<file path="config.mk">
export PLATFORM = sky130hd
export DESIGN_NAME = opnd_b_mux
export DESIGN_NICKNAME = d
export VERILOG_FILES = /design/src/rtl/opb_pkg.sv /design/src/rtl/imm_prefix_reg.sv /design/src/rtl/imm_short_ext.sv /design/src/rtl/opnd_b_mux.sv
export SDC_FILE = /design/constraint.sdc
export NUM_CORES = 1
export LEC_CHECK = 0
export ABC_AREA = 1
export BUFFER_PORTS_ARGS = -buffer_cell sky130_fd_sc_hd__buf_2
export CORE_UTILIZATION = 38
export CTS_CLUSTER_SIZE = 28
export DETAILED_ROUTE_END_ITERATION = 7
export PLACE_DENSITY = 0.75
export SLEW_MARGIN = 25
export SYNTH_ARGS = -nofsm -noshare
export SYNTH_HDL_FRONTEND = slang
export SYNTH_SLANG_ARGS = --single-unit
</file>
<file path="constraint.sdc">
create_clock -name clk_i -period 0.9 [get_ports clk_i]
set_input_delay 0.045 -clock clk_i [delete_from_list [all_inputs] [get_ports clk_i]]
set_output_delay 0.045 -clock clk_i [all_outputs]
set_load 0.02 [all_outputs]
</file>
<file path="src/rtl/opb_pkg.sv">
package opb_pkg;
  typedef enum logic [1:0] {
    OPB_REG   = 2'd0,
    OPB_SHORT = 2'd1,
    OPB_UPPER = 2'd2
  } opb_sel_e;
endpackage

</file>
<file path="src/rtl/imm_prefix_reg.sv">
module imm_prefix_reg #(
  parameter int PRE_W = 12
) (
  input  logic             clk_i,
  input  logic             rst_ni,
  input  logic             en_i,
  input  logic             load_i,
  input  logic             ack_i,
  input  logic [PRE_W-1:0] pre_i,
  output logic             pending_o,
  output logic [PRE_W-1:0] hold_o
);
  always_ff @(posedge clk_i or negedge rst_ni) begin
    if (!rst_ni) begin
      pending_o <= 1'b0;
      hold_o    <= '0;
    end else if (en_i) begin
      if (ack_i) begin
        pending_o <= 1'b0;
      end else if (load_i) begin
        pending_o <= 1'b1;
        hold_o    <= pre_i;
      end else begin
        pending_o <= 1'b0;  // one consumer only
      end
    end
  end
endmodule

</file>
<file path="src/rtl/imm_short_ext.sv">
module imm_short_ext #(
  parameter int DATA_W = 16,
  parameter int LO_W   = 4
) (
  input  logic [LO_W-1:0]   lo_i,
  input  logic              arith_i,
  output logic [DATA_W-1:0] ext_o
);
  localparam int HI_W = DATA_W - LO_W;
  logic fill;
  assign fill  = arith_i & lo_i[LO_W-1];
  assign ext_o = {{HI_W{fill}}, lo_i};
endmodule

</file>
<file path="src/rtl/opnd_b_mux.sv">
module opnd_b_mux #(
  parameter int DATA_W = 16,
  parameter int LO_W   = 4
) (
  input  logic              clk_i,
  input  logic              rst_ni,
  input  logic              en_i,
  input  logic [DATA_W-1:0] insn_i,
  input  logic [DATA_W-1:0] reg_b_i,
  input  logic [1:0]        sel_i,
  input  logic              arith_i,
  input  logic              prefix_i,
  input  logic              int_ack_i,
  output logic [DATA_W-1:0] opnd_b_o,
  output logic              pfx_pending_o
);
  import opb_pkg::*;
  localparam int PRE_W = DATA_W - LO_W;

  logic [PRE_W-1:0]  pre_hold;
  logic [DATA_W-1:0] short_ext;
  logic [DATA_W-1:0] short_val;
  logic [DATA_W-1:0] upper_val;
  opb_sel_e          sel;

  imm_prefix_reg #(.PRE_W(PRE_W)) u_pfx (
    .clk_i     (clk_i),
    .rst_ni    (rst_ni),
    .en_i      (en_i),
    .load_i    (prefix_i),
    .ack_i     (int_ack_i),
    .pre_i     (insn_i[PRE_W-1:0]),
    .pending_o (pfx_pending_o),
    .hold_o    (pre_hold)
  );

  imm_short_ext #(.DATA_W(DATA_W), .LO_W(LO_W)) u_ext (
    .lo_i    (insn_i[LO_W-1:0]),
    .arith_i (arith_i),
    .ext_o   (short_ext)
  );

  // prefix replaces extension bits
  assign short_val = pfx_pending_o ? {pre_hold, insn_i[LO_W-1:0]} : short_ext;
  assign upper_val = {insn_i[PRE_W-1:0], {LO_W{1'b0}}};

  always_comb begin
    sel = opb_sel_e'(sel_i);
    unique case (sel)
      OPB_SHORT: opnd_b_o = short_val;
      OPB_UPPER: opnd_b_o = upper_val;
      default:   opnd_b_o = reg_b_i;
    endcase
  end
endmodule

</file>
==> impl_metrics.csv <==
group,metric,value,unit
sta,setup_viol,16,
detailed_routing,viasPerCell,5.37,
sta,finalWorstPathRequiredPeriod,1.39,ns
detailed_routing,drt_pass1_iterations,4,
cts,clock-root-buffer,"clkbuf_4",
critical_path,cp.arrival,1.34,ns
synthesis,syn_inst,141,
layout,area_delta_synth_final,91.4,%
min_path,holdCritPathClass,"in -> reg",
power_and_ir_drop,clkPwrFrac,16.0,%
power_and_ir_drop,netSwitchingFraction,38.9,%
critical_path,critical_path_class,"reg -> out",
sta,slew_viol_final,0,
cts,cts_sinks,13,
layout,drive_above_1_share,56.9,%
sta,post-route-period-util,154,%
global_routing,grt_pass1_vias,1175,
sta,slew_headroom,80.3,%
critical_path,r2r_end,"u_pfx.pending_o",
power_and_ir_drop,internal_power,0.00140,W
critical_path,crit_fanout,8,
sta,worstMarginPinSlew,0.295,ns
critical_path,rrSetupSlack,0.02,ns
synthesis,syn_area_per_cell,6.60,µm²
power_and_ir_drop,power.switching,0.000894,W
global_routing,grt_pass1_wl,5120,µm
cts,clk_latency,0.27,ns
critical_path,crit_end,"opnd_b_o[13]",
synthesis,yosys_warnings,0,
synthesis,async_reset_ff_share,100,%
job,maxCapViolCount,0,
global_routing,grt_start_max_net_pins,26,
sta,hold_viol,0,
die,ioPinCount,57,
sta,rsz0062_at_grt,"yes",
run_status,status,"finished with violations",
critical_path,crit_required,0.85,ns
power_and_ir_drop,pwr-share-seq,31.0,%
run_status,violations,"negative setup slack",
critical_path,r2r_start,"u_pfx.pending_o",
min_path,hold_depth,3,
detailed_routing,post_drt_wl_per_cell,15.7,µm
global_routing,grt-ovfl-total,0,
sta,fmax,0.722,GHz
placed_design,placed_cell_area,1400,µm²
power_and_ir_drop,p_leak,0.846,nW
detailed_routing,ant_nets,0,
cts,clockBufferDepth,2,
layout,fin_area,1780,µm²
layout,fin_nets,247,
cts,h-tree-depth,1,
layout,antenna_cells,0,
critical_path,end_kind,"output pin",
sta,finalSetupTns,-5.72,ns
power_and_ir_drop,p_per_area,1290,nW/µm²
synthesis,synthFlopType,"dfrtp_1",
die,start_util,41.3,%
layout,post-route-util,79.0,%
placed_design,io_buffers,52,
cts,cts_tree,"built",
synthesis,ys_seq_area_share,34.9,%
power_and_ir_drop,peakVddDrop,942,µV
power_and_ir_drop,combPwrFrac,53.0,%
detailed_routing,wl,3640,µm
die,fp.dieW,51.5,µm
global_routing,grtUsageTotal,26.3,%
global_routing,antenna_found_initial,0,
synthesis,synth_edf_count,0,
synthesis,netlist_area,931,µm²
critical_path,startpoint,"u_pfx.pending_o",
synthesis,synthDistinctLibCells,15,
die,dieArea,2650,µm²
min_path,hp-start,"insn_i[10]",
cts,cts_buffers,3,
critical_path,start_kind,"flip-flop",
critical_path,worstRegToRegCells,2,
detailed_routing,drt_iter0_markers,38,
synthesis,ys_seq_elements,13,
cts,clkTransAtPathRegs,0.08,ns
synthesis,synth_nets,183,
detailed_routing,vias,1245,
sta,setup_ws,-0.486,ns
die,core-area,2250,µm²
sta,clock_skew,0,ns
placed_design,gp_congestion,0.798,
die,row_count,17,
detailed_routing,drc,0,
placed_design,dp.final_hpwl,2130,µm
die,die-height,51.5,µm
[timing repair]
| action | 4_1_cts | 5_1_grt |
|---|---|---|
| hold buffers | 2 | 0 |
| setup endpoints to repair | 17 | 17 |
| gates cloned | 0 | 1 |
| pin swaps | 5 | 5 |
| gates resized for setup | 65 | 15 |
| hold endpoints to repair | 14 | 0 |
| setup buffers | 1 | 2 |
[critical path: stages, from the launching register on]
cell	delay, ns
dfrtp_2	0.44
buf_6	0.15
nand2_1	0.10
nand3_2	0.10
a21oi_4	0.13
buf_6	0.13
[routing by layer]
layer / routed length [µm] / up-vias / GRT usage, % / part of all wire [%]
li1: - / 581 / - / -
met1: 1350 / 575 / 30.6 / 37
met2: 1930 / 72 / 46.3 / 53
met3: 222 / 17 / 5.85 / 6.1
met4: 138 / 0 / 10.4 / 3.8
met5: 0 / - / 0 / 0
[how the worst min path moves through the flow]
stage / to
5_1_grt: u_pfx.hold_o[8]
3_5_place_dp: u_pfx.hold_o[11]
2_1_floorplan: u_pfx.hold_o[0]
4_1_cts: u_pfx.hold_o[7]
3_3_place_gp: u_pfx.hold_o[11]
6_report: u_pfx.hold_o[10]
[power groups by stage]
stage	clock network, W	logic (W)	registers (W)
after global routing	0.000405	0.00130	0.000718
final	0.000368	0.00122	0.000713
after detailed placement	0	0.000887	0.000715
after CTS	0.000362	0.00112	0.000705
after floorplan	0	0.000599	0.000715
after global placement	0	0.000863	0.000714
[logic make-up (layout without fill, tap and decap cells)]
family	count (synthesis)	in the layout	synth area share [%]
compound gates	41	41	22.0
simple gates	56	57	26.2
fa+ha+maj	2	2	2.69
buf+inv	29	91	14.1
flops	13	13	34.9
[cell usage after synthesis (2+ instances only)]
master | number | area, µm²
a21oi_1 | 32 | 160
o21ai_0 | 7 | 35.0
o21ai_1 | 2 | 10.0
nand3_1 | 12 | 60.1
dfrtp_1 | 13 | 325
buf_4 | 2 | 15.0
nor2_1 | 20 | 75.1
ha_1 | 2 | 25.0
inv_2 | 2 | 7.51
inv_1 | 18 | 67.6
nand2_1 | 22 | 82.6
buf_2 | 6 | 30.0
[cells in the final DEF, fill, tap and decap left out]
cell type / synthesis / routed
clkbuf_1: 0 / 1
inv_1: 18 / 16
nand2_8: 0 / 1
buf_2: 6 / 33
o21ai_1: 2 / 2
nand2_4: 0 / 3
o21ai_0: 7 / 3
nor2_1: 20 / 20
nand2_1: 22 / 12
nand3_2: 0 / 12
nand2_2: 1 / 8
clkbuf_4: 0 / 3
dlygate4sd3_1: 0 / 2
nand3b_4: 1 / 1
buf_8: 0 / 1
o21ai_4: 0 / 1
a21oi_4: 0 / 12
ha_4: 0 / 2
dfrtp_2: 0 / 1
a21oi_1: 32 / 20
inv_4: 0 / 1
dfrtp_1: 13 / 12
buf_12: 0 / 1
inv_2: 2 / 3
buf_4: 2 / 5
o21ai_2: 0 / 3
buf_6: 1 / 25
[stage by stage]
step           hold WS [ns]  total power [W]  setup WS, ns  instances
6_report             0.0234          0.00230        -0.486        232
5_1_grt              0.0525          0.00242        -0.536        232
4_1_cts              0.0334          0.00218        -0.436        229
3_5_place_dp        -0.0553          0.00160        -0.326        222
3_3_place_gp        -0.0538          0.00158        -0.282        222
2_1_floorplan        -0.251          0.00131        -0.146        141
[layout make-up]
class	count	area, µm²
multi-input combinational	100	777
timing repair buffer	67	539
fill	147	473
sequential	13	327
inverter	20	77.6
tap	28	35.0
clock buffer	4	26.3
[state kept, by name, summed over array words and instances, names as in the netlist]
register / flops
u_pfx.hold_o: 12
u_pfx.pending_o: 1
Note: power is estimated with default switching activity, not from simulation.
